[config.mk]
export PLATFORM = sky130hd
export DESIGN_NAME = ctx_stack_seq
export DESIGN_NICKNAME = d
export VERILOG_FILES = /design/src/rtl/ctx_stack_pkg.sv /design/src/rtl/csq_ptr.sv /design/src/rtl/csq_frame.sv /design/src/rtl/csq_ctrl.sv /design/src/rtl/ctx_stack_seq.sv
export SDC_FILE = /design/constraint.sdc
export NUM_CORES = 1
export LEC_CHECK = 0
export CELL_PAD_IN_SITES_DETAIL_PLACEMENT = 0
export CELL_PAD_IN_SITES_GLOBAL_PLACEMENT = 1
export CORE_MARGIN = 2
export CORE_UTILIZATION = 35
export DETAILED_ROUTE_END_ITERATION = 8
export PLACE_DENSITY_LB_ADDON = 0.25
export SLEW_MARGIN = 20
export SYNTH_ARGS = -nofsm -noshare
export SYNTH_HDL_FRONTEND = slang
export SYNTH_HIERARCHICAL = 1
export SYNTH_SLANG_ARGS = --single-unit
[constraint.sdc]
create_clock -name clk -period 4 [get_ports clk]
set_input_delay 0.8 -clock clk [delete_from_list [all_inputs] [get_ports clk]]
set_output_delay 0.8 -clock clk [all_outputs]
set_load 0.02 [all_outputs]
[src/rtl/ctx_stack_pkg.sv]
// Shared operation codes and frame helpers for the context stack sequencer.
// Assumes op codes fit four bits; codes outside 1..9 are unused.
package ctx_stack_pkg;

    typedef enum logic [3:0] {
        OP_NONE  = 4'd0,
        OP_PUSH  = 4'd1,
        OP_POP   = 4'd2,
        OP_CALLN = 4'd3,
        OP_CALLF = 4'd4,
        OP_RETN  = 4'd5,
        OP_RETF  = 4'd6,
        OP_IRQ   = 4'd7,
        OP_IRET  = 4'd8,
        OP_SPRST = 4'd9
    } op_e;

    localparam int FRAME_BYTES = 9;

    // Number of bytes an operation moves.
    function automatic logic [3:0] op_len(input logic [3:0] code);
        case (code)
            OP_PUSH, OP_POP:   return 4'd1;
            OP_CALLN, OP_RETN: return 4'd2;
            OP_CALLF, OP_RETF: return 4'd3;
            OP_IRQ, OP_IRET:   return 4'd9;
            default:           return 4'd0;
        endcase
    endfunction

    // True for operations that read from the stack.
    function automatic logic op_is_pop(input logic [3:0] code);
        return (code == OP_POP) || (code == OP_RETN) ||
               (code == OP_RETF) || (code == OP_IRET);
    endfunction

    // True for codes the block acts on.
    function automatic logic op_known(input logic [3:0] code);
        return (code >= OP_PUSH) && (code <= OP_SPRST);
    endfunction

endpackage

[src/rtl/csq_ptr.sv]
// Stack pointer register with wrapping step logic.
// Only the low LOW_BITS bits move; SP_MIN and SP_MAX share their upper bits.
// Assumes push, pop and reset requests are mutually exclusive.
module csq_ptr #(
    parameter int                SP_W     = 16,
    parameter int                LOW_BITS = 10,
    parameter logic [SP_W-1:0]   SP_MIN   = 16'h0200,
    parameter logic [SP_W-1:0]   SP_MAX   = 16'h03FF
) (
    input  logic            clk,
    input  logic            rst_n,
    input  logic            push,
    input  logic            pop,
    input  logic            sp_reset,
    output logic [SP_W-1:0] sp,
    output logic [SP_W-1:0] push_addr,
    output logic [SP_W-1:0] pop_addr
);
    localparam logic [LOW_BITS-1:0] LOW_ONE = LOW_BITS'(1);

    logic [SP_W-1:0] sp_q;
    logic [SP_W-1:0] sp_dec;
    logic [SP_W-1:0] sp_inc;

    // Neighbour values with wrap at both ends of the range.
    always_comb begin
        sp_dec = (sp_q == SP_MIN) ? SP_MAX
                 : {sp_q[SP_W-1:LOW_BITS], sp_q[LOW_BITS-1:0] - LOW_ONE};
        sp_inc = (sp_q == SP_MAX) ? SP_MIN
                 : {sp_q[SP_W-1:LOW_BITS], sp_q[LOW_BITS-1:0] + LOW_ONE};
    end

    // Pointer register: reset to top, step on each transferred byte.
    always_ff @(posedge clk) begin
        if (!rst_n || sp_reset) begin
            sp_q <= SP_MAX;
        end else if (push) begin
            sp_q <= sp_dec;
        end else if (pop) begin
            sp_q <= sp_inc;
        end
    end

    assign sp        = sp_q;
    assign push_addr = sp_q;
    assign pop_addr  = sp_inc;


    reset_val_chk: assert property (@(posedge clk) !rst_n |=> sp_q == SP_MAX);

    in_range_chk: assert property (@(posedge clk) disable iff (!rst_n)
        (sp_q >= SP_MIN) && (sp_q <= SP_MAX));

    upper_fixed_chk: assert property (@(posedge clk) disable iff (!rst_n)
        $stable(sp_q[SP_W-1:LOW_BITS]));

    push_wrap_chk: assert property (@(posedge clk) disable iff (!rst_n)
        push && !sp_reset && sp_q == SP_MIN |=> sp_q == SP_MAX);

    pop_wrap_chk: assert property (@(posedge clk) disable iff (!rst_n)
        pop && !sp_reset && sp_q == SP_MAX |=> sp_q == SP_MIN);

    push_step_chk: assert property (@(posedge clk) disable iff (!rst_n)
        push && !sp_reset && sp_q != SP_MIN |=> sp_q == $past(sp_q) - 1'b1);

    pop_step_chk: assert property (@(posedge clk) disable iff (!rst_n)
        pop && !sp_reset && sp_q != SP_MAX |=> sp_q == $past(sp_q) + 1'b1);

endmodule

[src/rtl/csq_frame.sv]
// Frame register: loads the register snapshot when an operation starts,
// supplies the byte to push at a given index, and captures popped bytes.
// Byte order by index: PC low, PC mid, PC high, Y low, Y high, X low, X high, A, flags.
// For single-byte operations, index 0 carries push_data / pop_data.
module csq_frame
    import ctx_stack_pkg::*;
(
    input  logic        clk,
    input  logic        rst_n,
    input  logic        load,
    input  logic        single,
    input  logic [7:0]  push_data,
    input  logic [23:0] pc_in,
    input  logic [15:0] x_in,
    input  logic [15:0] y_in,
    input  logic [7:0]  a_in,
    input  logic [7:0]  cc_in,
    input  logic        cap,
    input  logic [3:0]  idx,
    input  logic [7:0]  rdata,
    output logic [7:0]  wbyte,
    output logic [23:0] pc_out,
    output logic [15:0] x_out,
    output logic [15:0] y_out,
    output logic [7:0]  a_out,
    output logic [7:0]  cc_out,
    output logic [7:0]  pop_data
);
    logic [7:0] snap [FRAME_BYTES];
    logic [7:0] fr_q [FRAME_BYTES];

    // Snapshot arranged in frame order.
    always_comb begin
        snap[0] = single ? push_data : pc_in[7:0];
        snap[1] = pc_in[15:8];
        snap[2] = pc_in[23:16];
        snap[3] = y_in[7:0];
        snap[4] = y_in[15:8];
        snap[5] = x_in[7:0];
        snap[6] = x_in[15:8];
        snap[7] = a_in;
        snap[8] = cc_in;
    end

    // One byte register per frame slot.
    for (genvar g = 0; g < FRAME_BYTES; g++) begin : g_slot
        always_ff @(posedge clk) begin
            if (!rst_n) begin
                fr_q[g] <= 8'h00;
            end else if (load) begin
                fr_q[g] <= snap[g];
            end else if (cap && idx == 4'(g)) begin
                fr_q[g] <= rdata;
            end
        end
    end

    // Select the byte to be pushed at the current index.
    always_comb begin
        wbyte = 8'h00;
        for (int i = 0; i < FRAME_BYTES; i++) begin
            if (idx == 4'(i)) wbyte = fr_q[i];
        end
    end

    assign pc_out   = {fr_q[2], fr_q[1], fr_q[0]};
    assign y_out    = {fr_q[4], fr_q[3]};
    assign x_out    = {fr_q[6], fr_q[5]};
    assign a_out    = fr_q[7];
    assign cc_out   = fr_q[8];
    assign pop_data = fr_q[0];


    idx_range_chk: assert property (@(posedge clk) disable iff (!rst_n)
        cap |-> idx < 4'(FRAME_BYTES));

    load_quiet_chk: assert property (@(posedge clk) disable iff (!rst_n)
        load |-> !cap);

endmodule

[src/rtl/csq_ctrl.sv]
// Operation sequencer: accepts a request when idle, then walks the frame
// one byte per clock (ascending index for pushes, descending for pops),
// and pulses done in the cycle after the last byte.
// Assumes op_code is stable in the cycle op_valid is high.
module csq_ctrl
    import ctx_stack_pkg::*;
(
    input  logic       clk,
    input  logic       rst_n,
    input  logic       op_valid,
    input  logic [3:0] op_code,
    output logic       op_ready,
    output logic       start,
    output logic       single,
    output logic       sp_reset,
    output logic       xfer,
    output logic       is_pop,
    output logic [3:0] idx,
    output logic       done
);
    logic       busy_q;
    logic       pop_q;
    logic [3:0] idx_q;
    logic [3:0] left_q;
    logic       done_q;
    logic       accept;

    // Request acceptance and decode.
    always_comb begin
        accept   = op_valid && !busy_q && op_known(op_code);
        start    = accept && (op_code != OP_SPRST);
        sp_reset = accept && (op_code == OP_SPRST);
        single   = (op_code == OP_PUSH) || (op_code == OP_POP);
    end

    // Byte walk state and completion pulse.
    always_ff @(posedge clk) begin
        if (!rst_n) begin
            busy_q <= 1'b0;
            pop_q  <= 1'b0;
            idx_q  <= 4'd0;
            left_q <= 4'd0;
            done_q <= 1'b0;
        end else begin
            done_q <= sp_reset || (busy_q && left_q == 4'd1);
            if (start) begin
                busy_q <= 1'b1;
                pop_q  <= op_is_pop(op_code);
                left_q <= op_len(op_code);
                idx_q  <= op_is_pop(op_code) ? op_len(op_code) - 4'd1 : 4'd0;
            end else if (busy_q) begin
                left_q <= left_q - 4'd1;
                idx_q  <= pop_q ? idx_q - 4'd1 : idx_q + 4'd1;
                if (left_q == 4'd1) busy_q <= 1'b0;
            end
        end
    end

    assign op_ready = !busy_q;
    assign xfer     = busy_q;
    assign is_pop   = pop_q;
    assign idx      = idx_q;
    assign done     = done_q;


    last_done_chk: assert property (@(posedge clk) disable iff (!rst_n)
        busy_q && left_q == 4'd1 |=> done_q && !busy_q);

    done_idle_chk: assert property (@(posedge clk) disable iff (!rst_n)
        done_q |-> !busy_q);

    idle_hold_chk: assert property (@(posedge clk) disable iff (!rst_n)
        !busy_q && !op_valid |=> !busy_q && !done_q);

endmodule

[src/rtl/ctx_stack_seq.sv]
// Top level: descending stack pointer with byte-serial context push/pop.
// Connects the sequencer, pointer and frame register to the memory port.
// Assumes an asynchronous-read memory (mem_rdata valid in the cycle of mem_re).
module ctx_stack_seq #(
    parameter int              SP_W     = 16,
    parameter int              LOW_BITS = 10,
    parameter logic [SP_W-1:0] SP_MIN   = 16'h0200,
    parameter logic [SP_W-1:0] SP_MAX   = 16'h03FF
) (
    input  logic            clk,
    input  logic            rst_n,
    input  logic            op_valid,
    input  logic [3:0]      op_code,
    input  logic [7:0]      push_data,
    input  logic [23:0]     pc_in,
    input  logic [15:0]     x_in,
    input  logic [15:0]     y_in,
    input  logic [7:0]      a_in,
    input  logic [7:0]      cc_in,
    output logic            op_ready,
    output logic            op_done,
    output logic [SP_W-1:0] sp_out,
    output logic            mem_we,
    output logic            mem_re,
    output logic [SP_W-1:0] mem_addr,
    output logic [7:0]      mem_wdata,
    input  logic [7:0]      mem_rdata,
    output logic [23:0]     pc_out,
    output logic [15:0]     x_out,
    output logic [15:0]     y_out,
    output logic [7:0]      a_out,
    output logic [7:0]      cc_out,
    output logic [7:0]      pop_data
);
    logic            start, single, sp_reset, xfer, is_pop;
    logic [3:0]      idx;
    logic [SP_W-1:0] push_addr, pop_addr;
    logic [7:0]      wbyte;

    csq_ctrl u_ctrl (
        .clk      (clk),
        .rst_n    (rst_n),
        .op_valid (op_valid),
        .op_code  (op_code),
        .op_ready (op_ready),
        .start    (start),
        .single   (single),
        .sp_reset (sp_reset),
        .xfer     (xfer),
        .is_pop   (is_pop),
        .idx      (idx),
        .done     (op_done)
    );

    csq_ptr #(
        .SP_W     (SP_W),
        .LOW_BITS (LOW_BITS),
        .SP_MIN   (SP_MIN),
        .SP_MAX   (SP_MAX)
    ) u_ptr (
        .clk       (clk),
        .rst_n     (rst_n),
        .push      (xfer && !is_pop),
        .pop       (xfer && is_pop),
        .sp_reset  (sp_reset),
        .sp        (sp_out),
        .push_addr (push_addr),
        .pop_addr  (pop_addr)
    );

    csq_frame u_frame (
        .clk       (clk),
        .rst_n     (rst_n),
        .load      (start),
        .single    (single),
        .push_data (push_data),
        .pc_in     (pc_in),
        .x_in      (x_in),
        .y_in      (y_in),
        .a_in      (a_in),
        .cc_in     (cc_in),
        .cap       (xfer && is_pop),
        .idx       (idx),
        .rdata     (mem_rdata),
        .wbyte     (wbyte),
        .pc_out    (pc_out),
        .x_out     (x_out),
        .y_out     (y_out),
        .a_out     (a_out),
        .cc_out    (cc_out),
        .pop_data  (pop_data)
    );

    // Memory port drive: write at pointer on push, read at incremented pointer on pop.
    always_comb begin
        mem_we    = xfer && !is_pop;
        mem_re    = xfer && is_pop;
        mem_addr  = is_pop ? pop_addr : push_addr;
        mem_wdata = wbyte;
    end


    strobe_excl_chk: assert property (@(posedge clk) disable iff (!rst_n)
        !(mem_we && mem_re));

    busy_strobe_chk: assert property (@(posedge clk) disable iff (!rst_n)
        !op_ready |-> (mem_we || mem_re));

    sprst_quiet_chk: assert property (@(posedge clk) disable iff (!rst_n)
        op_ready && op_valid && op_code == 4'd9 |=> !mem_we && !mem_re && op_done);

endmodule

==> results of run 1 <==
logic make-up (layout without fill, tap and decap cells):
| family | Yosys count | after routing |
|---|---|---|
| AO/OA/AOI/OAI | 186 | 186 |
| AND/OR/NAND/NOR | 176 | 176 |
| buffers and inverters | 105 | 284 |
| flip-flops | 99 | 99 |
| multiplexers | 30 | 30 |
| XOR/XNOR | 16 | 16 |
| adder cells (fa/ha/maj) | 15 | 15 |
| other | 0 | 2 |
state kept, by name, indices dropped and copies added (netlist names):
signal	cells
u_frame/fr_q	72
u_ctrl/done	1
u_ptr/push_addr	16
u_ctrl/is_pop	1
u_ctrl/left_q	4
u_ctrl/xfer	1
u_ctrl/idx	4
how the worst min path moves through the flow:
| stage | slack (ns) | start | endpoint | cells past startpoint |
|---|---|---|---|---|
| floorplan | 0.49 | u_ptr/push_addr[15]$_SDFFE_PP0P_ | u_ptr/push_addr[15]$_SDFFE_PP0P_ | 1 |
| global placement | 0.50 | u_ptr/push_addr[13]$_SDFFE_PP0P_ | u_ptr/push_addr[13]$_SDFFE_PP0P_ | 1 |
| detailed placement | 0.52 | u_ptr/push_addr[14]$_SDFFE_PP0P_ | u_ptr/push_addr[14]$_SDFFE_PP0P_ | 1 |
| CTS | 0.53 | u_ptr/push_addr[11]$_SDFFE_PP0P_ | u_ptr/push_addr[11]$_SDFFE_PP0P_ | 1 |
| global route | 0.55 | u_ptr/push_addr[14]$_SDFFE_PP0P_ | u_ptr/push_addr[14]$_SDFFE_PP0P_ | 1 |
| finish | 0.52 | u_ptr/push_addr[11]$_SDFFE_PP0P_ | u_ptr/push_addr[11]$_SDFFE_PP0P_ | 1 |
metrics by stage:
stage	utilization [%]	worst slack (ns)	power, mW	instances
after detailed placement	47.71	0.1207	2.266	1019
final	49.46	0.1763	3.170	1037
after global placement	47.71	0.2285	2.260	1019
after floorplan	-	0.7675	1.829	627
after global routing	49.43	0.05639	3.306	1035
after CTS	49.43	0.03830	3.187	1035
critical path: stages (launching register included):
cell	delay [ns]
dfxtp_2	0.44
ha_1	0.27
nand4_1	0.28
or4_4	0.69
and2_1	0.18
mux2_2	0.26
clkdlybuf4s50_1	0.54
cells in the mapped netlist, types with 3 or more instances:
master,count,area share (%)
a21o_1,4,0.47
a211oi_1,4,0.47
edfxtp_1,72,34
mux2_2,9,1.6
clkbuf_1,24,1.4
buf_1,3,0.18
and3_1,4,0.39
a22oi_1,3,0.35
inv_1,23,1.4
xnor2_1,6,0.83
buf_4,27,3.2
nor3b_1,3,0.35
a31oi_1,3,0.30
buf_2,19,1.5
xor2_1,10,1.4
nand3_1,16,1.3
nor4_1,4,0.39
a22o_1,64,8.8
ha_1,14,2.8
nand4_1,5,0.49
o22ai_1,6,0.59
a21oi_1,28,2.2
nor2_4,4,0.71
o211ai_1,6,0.71
nor2b_1,5,0.49
mux2_4,8,1.9
nor3_1,19,1.5
o21a_1,5,0.59
nor2_1,29,1.7
and2_1,8,0.79
buf_6,5,0.89
nand3b_1,3,0.35
o21ai_0,25,2.0
a221o_2,5,0.89
nand2b_1,15,1.5
o21ai_1,14,1.1
dfxtp_1,27,8.5
mux2i_1,11,1.7
or3_1,3,0.30
nand2_1,38,2.2
cell usage in the layout (no fill, tap or decap), drive strengths merged, types with 4 or more instances in the layout:
cell type,n
clkdlybuf4s50,218
edfxtp,72
a22o,64
o21ai,41
nand2,38
nor2,33
a21oi,29
inv,28
dfxtp,27
buf,25
nor3,22
nand3,17
mux2,17
nand2b,15
ha,14
mux2i,11
xor2,10
clkbuf,9
and2,9
a221o,7
xnor2,6
o211ai,6
o22ai,6
nor2b,5
o21a,5
nand4,5
and3,4
a211oi,4
nor4,4
a21o,4
nor3b,4
or3,4
power breakdown:
part	internal, mW	switching (mW)
Combinational	0.466	0.512
Sequential	1.18	0.0879
Clock	0.497	0.425
metal layers:
metal	share of wire, %	wire [um]	up-vias
met5	0	0	-
met4	1.8	377	0
met3	7.4	1567	30
met2	48	10050	264
met1	43	9127	2692
li1	-	-	2662
layout make-up:
cell class                 count  area, sq um
antenna                        2        5.005
clock buffer                   9        225.2
clock inverter                 7        81.33
fill                        1587         9047
inverter                      25        93.84
multi-input combinational    423         3075
sequential                    99         2705
tap                          229        286.5
timing repair buffer         243         2382
==> out/qor.txt, run 1 <==
Leak - 3.262 nW
Effective utilization at floorplan - 35.48%
Unrepaired setup endpoints after global routing - false
Design area - 8855 sq um
Multiplexer area fraction after synthesis - 5.930%
Achievable Freq - 261.5 MHz
WL final - 21.12 mm
Met3 usage - 4.144%
Worst hold path type - reg2reg
DP HPWL - 16.21 mm
Core area - 17900 sq um
Post-synth EDFFs - 72
Met1 usage - 28.78%
Compound-gate portion of the synthesized area - 21.38%
Placed Area - 8542 sq um
Fin. max-slew vios - 0
Clock-pin slew on the worst setup and hold paths - 0.07 ns
Clk root buf - clkbuf_16
Yosys cell types - 76
Mapped Area - 6351 sq um
Post-CTS resize count - 0
Worst endpoint required time - 3.20 ns
Iter 0 DRT Violations - 472
Ys flop type - edfxtp_1
Largest family of logic cells by synthesized area - compound AO/OA/AOI/OAI gates
Syn nets - 737
DR WL/cell - 20.37 um
Initial antenna violation count - 1
Startpoint types - flip-flop
Sink Count - 99
CTS HTree Levels - 3
Vias in the first global route - 5572
WS Path Type - reg2out
PortBufs - 218
DRT Pass-1 Iters - 5
Worst R2R Start - u_ctrl/xfer$_SDFF_PN0_
First-pass GRT wire length - 32.12 mm
Relative slew margins - 47.51%
Worst slew pin tran - 0.7873 ns
Final hold vios - 0
Detail Route Antenna Nets - 0
Clk_lat worst skew - 0.36 ns
Ports - 219
Largest net degree at the start of global routing - 65
Inserted Clock Buffers - 9
Tmin final - 3.824 ns
Synth Instances - 627
Max-Cap Viols - 0
Worst setup EP type - output pin
Placer Congestion - 0.8538
Pwr Density - 358.0 nW/um^2
Worst VDD drop - 0.0002281 V
Area Overhead vs Synth - 39.42%
Final setup violation count - 0
Die Span X - 138.7 um
Yosys Warn Count - 6
Clock Tree Buf Depth - 2
Worst hold slack - 0.5241 ns
Postcts setup bufs - 0
WP data arrival - 3.02 ns
DR DRC count - 0
Die H - 138.7 um
Met2 GRT Util - 35.70%
Register area share after synthesis - 42.55%
Adder-cell share of the synthesized area - 3.073%
Critical Path Fanout Max - 12
Setup tns final - 0 ns
Fin crit share - 95.59%
Total GRT Usage - 21.51%
Worst Skew - 0.01082 ns
Layout net count - 911
Synthesis-stage register bit count - 99
Via density - 5.446
R2r worst-path depth - 8
CTS tree - yes
FFs w/ async S/R, synth - 0%
FP Rows - 49
Syn_area_per_cell - 10.13 sq um
DR vias - 5648
Layout cell share with drive strength beyond 1 - 11.17%
GRT overflow - 0
Reg2Reg Setup Slack - 1.06 ns
Number of hold buffers added after CTS - 0
CP startpoint - u_ptr/push_addr[0]$_SDFFE_PP1P_
Area fraction in and, or, nand and nor cells after synthesis - 15.82%
Status - finished clean
Busiest layer in global routing - met2
RR Endpoint - u_frame/fr_q[0][0]$_DFFE_PP_
Synth Area in XOR/XNOR - 2.206%
Crit path to - mem_addr[1]
DIE AREA - 19240 sq um
Power figures use the tool's default switching activity.
==> run 2, diff against run 1 <==
==> constraint.sdc (replaced) <==
create_clock -name clk -period 4 [get_ports clk]
set_input_delay 0.6 -clock clk [delete_from_list [all_inputs] [get_ports clk]]
set_output_delay 0.6 -clock clk [all_outputs]
set_load 0.02 [all_outputs]
==> run 2 against run 1 <==
  * Core utilization down 0.36 points
  * Sequential share of layout area up 0.21 points
  * Hold slack worse by 0.0077 ns
  * Count of clock-buffer cells in the layout up 1
  * Via count down 0.14%
  * Clock power down 4.8%
  * Cell area down 0.72%
  * Global-route usage down 0.51 points
  * Total power down 1.6%
  * Register-to-register slack better by 0.16 ns
  * Sequential cell count unchanged
  * Maximum frequency up 3.1%
  * Critical endpoint unchanged
  * Largest cell class unchanged
==> out/qor.txt, run 2 (synthesized netlist as in run 1, its figures left out) <==
Cells along the critical path - ha_1, nand4_1, or4_4, and2_1, mux2_2, clkdlybuf4s50_1
Core area - 17900 sq um (unchanged)
Relative slew margins - 45.35% (-2.2 points)
Total GRT Usage - 21.00% (-0.51 points)
Layout Utilization - 49.11% (-0.36 points)
Clk root buf - clkbuf_16
Unrepaired setup endpoints after global routing - false
Placed Cells - 1013 (-0.59%)
DR WL/cell - 20.36 um (about the same)
Commonest non-fill, non-tap cell in the layout - clkdlybuf4s50_1
DP HPWL - 16.04 mm (-1.1%)
Startpoint types - flip-flop
Vias in the first global route - 5562 (-0.18%)
Status - finished clean
Worst VDD drop - 0.0001785 V (-22%)
Effective utilization at floorplan - 35.48% (unchanged)
Worst setup EP type - output pin
Inserted Clock Buffers - 9 (unchanged)
Placed Area - 8497 sq um (-0.53%)
WP data arrival - 3.11 ns (+0.09 ns)
Worst hold path type - reg2reg
Setup tns final - 0 ns (unchanged)
Fin. max-slew vios - 0 (unchanged)
Worst slew pin tran - 0.8186 ns (+0.03129 ns)
Tmin final - 3.710 ns (-0.1133 ns)
FP Rows - 49 (unchanged)
Sink Count - 99 (unchanged)
ANT cells - 0 (-2)
GRT overflow - 0 (unchanged)
Biggest register - u_frame/fr_q
Placer Congestion - 0.8835 (+3.5%)
Commonest non-fill, non-tap cells in the layout - clkdlybuf4s50_1 (218), edfxtp_1 (72), a22o_1 (64), nand2_1 (38), nor2_1 (29)
Clk_lat worst skew - 0.35 ns (about the same)
DR DRC count - 0 (unchanged)
Clock Tree Buf Depth - 2 (unchanged)
Fillers - 1593 (+0.38%)
FF+latch area - 2704 sq um (about the same)
Top cell family by delay on the critical path - simple AND/OR/NAND/NOR gates
Final Power - 3.121 mW (-1.6%)
Fin crit share - 92.76% (-2.8 points)
Via density - 5.481 (+0.63%)
CP max stage delay - 0.68 ns (about the same)
Worst setup margin - 0.2895 ns (+0.1133 ns)
Initial antenna violation count - 1 (unchanged)
Die Span X - 138.7 um (unchanged)
WL final - 20.95 mm (-0.81%)
PortBufs - 218 (unchanged)
Worst endpoint required time - 3.40 ns (+0.20 ns)
Final hold vios - 0 (unchanged)
Pwr Density - 355.0 nW/um^2 (-0.84%)
Max-Cap Viols - 0 (unchanged)
Iter 0 DRT Violations - 488 (+3.4%)
Number of hold buffers added after CTS - 0 (unchanged)
Layout cell share with drive strength beyond 1 - 10.25% (-0.92 points)
Worst slack, placed - 0.4399 ns (+0.3193 ns)
DRT Pass-1 Iters - 5 (unchanged)
Worst Skew - 0.007106 ns (-0.003713 ns)
Critical Path Fanout Max - 12 (unchanged)
Worst hold slack - 0.5164 ns (-0.007709 ns)
Die H - 138.7 um (unchanged)
Area Overhead vs Synth - 38.42%
First-pass GRT wire length - 31.35 mm (-2.4%)
Leak - 3.227 nW (-1.1%)
CTS HTree Levels - 3 (unchanged)
Largest net degree at the start of global routing - 65 (unchanged)
Design area - 8791 sq um (-0.72%)
Non-filler cells, final - 1029 (-0.77%)
Worst path slowest cell - or4_4
Achievable Freq - 269.5 MHz (+3.1%)
Max FFs per register - 72 (unchanged)
DR vias - 5640 (-0.14%)
Final setup violation count - 0 (unchanged)
Layout net count - 905 (-0.66%)
Ports - 219 (unchanged)
CP Buf/Inv Count - 1 (unchanged)
Postcts setup bufs - 0 (unchanged)
Detail Route Antenna Nets - 0 (unchanged)
WS Path Type - reg2out
Clock-pin slew on the worst setup and hold paths - 0.07 ns (about the same)
Post-CTS resize count - 0 (unchanged)
Reg2Reg Setup Slack - 1.22 ns (+0.16 ns)
DIE AREA - 19240 sq um (unchanged)
Area of the multi-input gates - 3075 sq um (unchanged)
CTS tree - yes
run 2: cell types whose count changed in the layout (fill, tap and decap cells not counted):
cell	before	now
clkbuf_1	0	1
diode_2	2	0
dfxtp_1	25	26
inv_6	2	1
clkinvlp_4	1	0
dfxtp_2	2	1
clkinv_4	0	2
inv_8	2	0
buf_4	24	18
clkinv_2	0	1
run 2: per-layer routing:
metal / vias to the layer above / global-route usage, % / wire [um]
li1: 2643 / - / -
met1: 2681 / 27.94 / 9064
met2: 288 / 34.94 / 10080
met3: 28 / 3.867 / 1415
met4: 0 / 6.486 / 387
met5: - / 0 / 0
run 2: layout make-up:
cell class / instances / area share [%]
clock buffers: 10 / 2.605
clock inverters: 6 / 0.7401
inverters: 25 / 1.067
multi-input cells: 423 / 34.98
flip-flops and latches: 99 / 30.76
well taps: 229 / 3.259
repair buffers: 237 / 26.59
run 2: where the power goes:
part	switching, mW	leakage (nW)	internal [mW]	total (mW)
sequential	0.103	0.984	1.18	1.28
combinational	0.498	2.10	0.460	0.958
clock	0.391	0.144	0.487	0.878
run 2: worst paths after layout:
check,startpoint,end,cells after the start
max,u_ptr/push_addr[0]$_SDFFE_PP1P_,mem_addr[1],6
min,u_ptr/push_addr[13]$_SDFFE_PP0P_,u_ptr/push_addr[13]$_SDFFE_PP0P_,1
max reg2reg,u_ctrl/xfer$_SDFF_PN0_,u_frame/fr_q[6][5]$_DFFE_PP_,8
min reg2reg,u_ptr/push_addr[13]$_SDFFE_PP0P_,u_ptr/push_addr[13]$_SDFFE_PP0P_,1
==> run 3, diff against run 2 <==
--- a/config.mk
+++ b/config.mk
@@ -5,8 +5,10 @@
 export SDC_FILE = /design/constraint.sdc
 export NUM_CORES = 1
 export LEC_CHECK = 0
+export CAP_MARGIN = 20
 export CELL_PAD_IN_SITES_DETAIL_PLACEMENT = 0
 export CELL_PAD_IN_SITES_GLOBAL_PLACEMENT = 1
+export CORE_ASPECT_RATIO = 0.6
 export CORE_MARGIN = 2
 export CORE_UTILIZATION = 35
 export DETAILED_ROUTE_END_ITERATION = 8
==> run 3 against run 2 <==
  * Worst setup slack improved by 0.16 ns
  * Combinational power is 5% higher
  * Global-route usage up 1.9 points
  * First-iteration DRC count rose by 28%
  * Critical endpoint is now mem_wdata[1]
  * Register-to-register slack improved by 0.11 ns
  * Core utilization is essentially flat
  * Largest power group unchanged
  * Highest routed layer unchanged
  * Clock power shrank 3.3%
==> out/qor.txt, run 3 (synthesized netlist as in run 1, its figures left out) <==
Status - finished clean
Fillers - 1635 (+2.6%)
Clk root buf - clkbuf_16
Worst slack, placed - 0.2168 ns (-0.2231 ns)
CTS tree - yes
Combinational share of power - 32.3% (+1.6 points)
Initial antenna violation count - 0 (-1)
FP Rows - 38 (-22%)
ANT cells - 0 (unchanged)
Clock Tree Buf Depth - 2 (unchanged)
Clock-pin slew on the worst setup and hold paths - 0.07 ns (about the same)
Die H - 108.3 um (-22%)
Postcts setup bufs - 0 (unchanged)
WL final - 22.43 mm (+7.1%)
Worst Skew - 0.01155 ns (+0.004441 ns)
Final setup violation count - 0 (unchanged)
Non-filler cells, final - 1042 (+1.3%)
Worst setup margin - 0.4539 ns (+0.1643 ns)
Achievable Freq - 282.0 MHz (+4.6%)
CP startpoint - u_ctrl/idx[1]$_SDFFE_PN0P_
GRT overflow - 0 (unchanged)
CTS HTree Levels - 3 (unchanged)
Unrepaired setup endpoints after global routing - false
Sink Count - 99 (unchanged)
Ports - 219 (unchanged)
Core area - 17920 sq um (+0.13%)
Layout Utilization - 49.11% (about the same)
Largest net degree at the start of global routing - 65 (unchanged)
DP HPWL - 17.39 mm (+8.4%)
FF+latch area - 2704 sq um (unchanged)
Cells along the critical path - buf_4, and3b_2, a21oi_1, o22ai_1, a21oi_1, o21ai_1, clkdlybuf4s50_1
Effective utilization at floorplan - 35.43% (-0.045 points)
Area of the multi-input gates - 3075 sq um (unchanged)
Die Span X - 177.9 um (+28%)
Max FFs per register - 72 (unchanged)
Max-Cap Viols - 0 (unchanged)
Detail Route Antenna Nets - 0 (unchanged)
Worst setup EP type - output pin
Iter 0 DRT Violations - 624 (+28%)
Fin crit share - 88.65% (-4.1 points)
Setup tns final - 0 ns (unchanged)
Top cell family by delay on the critical path - buffers and inverters
Most Frequent Cell on Critical Path - a21oi_1
Worst endpoint required time - 3.40 ns (about the same)
Startpoint types - flip-flop
Area Overhead vs Synth - 38.59%
First-pass GRT wire length - 32.73 mm (+4.4%)
Worst hold path type - reg2reg
CP Buf/Inv Count - 2 (+1)
Placer Congestion - 0.8865 (+0.34%)
WP data arrival - 2.95 ns (-0.16 ns)
DR DRC count - 0 (unchanged)
Number of hold buffers added after CTS - 0 (unchanged)
Worst Min Path Start - u_ptr/push_addr[13]$_SDFFE_PP0P_
Placed Area - 8513 sq um (+0.19%)
Clock network power share - 27.1% (-1.0 points)
Inserted Clock Buffers - 9 (unchanged)
Worst R2R Start - u_ctrl/idx[2]$_SDFFE_PN0P_
DR WL/cell - 21.53 um (+5.7%)
Via density - 5.565 (+1.5%)
Commonest non-fill, non-tap cells in the layout - clkdlybuf4s50_1 (218), edfxtp_1 (72), a22o_1 (64), nand2_1 (38), nor2_1 (29)
Layout cell share with drive strength beyond 1 - 10.72% (+0.47 points)
Pwr Density - 355.9 nW/um^2 (+0.26%)
Placed Cells - 1026 (+1.3%)
DR vias - 5799 (+2.8%)
WS Path Type - reg2out
Relative slew margins - 42.33% (-3.0 points)
Final Power - 3.133 mW (+0.39%)
Design area - 8802 sq um (+0.13%)
Worst slew pin tran - 0.8628 ns (+0.04419 ns)
DRT Pass-1 Iters - 6 (+1)
Worst hold slack - 0.5173 ns (+0.0008590 ns)
Clk_lat worst skew - 0.36 ns (about the same)
Post-CTS resize count - 0 (unchanged)
Biggest register - u_frame/fr_q
Worst VDD drop - 0.0001859 V (+4.1%)
Switching power summed over all nets - 1.052 mW (+6.1%)
Commonest non-fill, non-tap cell in the layout - clkdlybuf4s50_1
CP max stage delay - 0.69 ns (about the same)
Vias in the first global route - 5473 (-1.6%)
Worst path slowest cell - dfxtp_1
Total GRT Usage - 22.90% (+1.9 points)
Layout net count - 907 (+0.22%)
Power share of the sequential group - 40.6% (-0.6 points)
DIE AREA - 19280 sq um (+0.19%)
Leak - 3.230 nW (about the same)
PortBufs - 218 (unchanged)
Fin. max-slew vios - 0 (unchanged)
Switching Share - 33.58% (+1.8 points)
Final hold vios - 0 (unchanged)
Tmin final - 3.546 ns (-0.1643 ns)
Critical Path Fanout Max - 23 (+11)
Int Pwr - 2.081 mW (-2.3%)
run 3: cell type report:
cell class | count | share of cell area (%)
clock buffers | 9 | 2.559
inverters | 25 | 1.066
flip-flops and latches | 99 | 30.72
repair buffers | 239 | 26.58
well taps | 240 | 3.412
clock inverters | 7 | 0.7249
multi-input cells | 423 | 34.94
run 3: routing by layer:
layer / GRT usage, % / vias up / share of wire [%]
met5: 0 / - / 0
met4: 3.864 / 0 / 0.56
met3: 5.591 / 8 / 10
li1: - / 2650 / -
met2: 31.76 / 318 / 42
met1: 35.77 / 2823 / 47
run 3: path summary, 6_finish.rpt:
kind / end / slack (ns) / cells after the start
setup / recovery: mem_wdata[1] / 0.45 / 7
hold / removal: u_ptr/push_addr[13]$_SDFFE_PP0P_ / 0.52 / 1
setup reg to reg: u_frame/fr_q[7][3]$_DFFE_PP_ / 1.33 / 3
hold reg to reg: u_ptr/push_addr[13]$_SDFFE_PP0P_ / 0.52 / 1
run 3: power groups by stage:
stage,clock network [mW],registers [mW],logic [mW]
2_1_floorplan,0,1.32,0.511
3_3_place_gp,0,1.29,0.991
3_5_place_dp,0,1.29,0.999
4_1_cts,0.866,1.27,1.00
5_1_grt,0.909,1.28,1.07
6_report,0.849,1.27,1.01
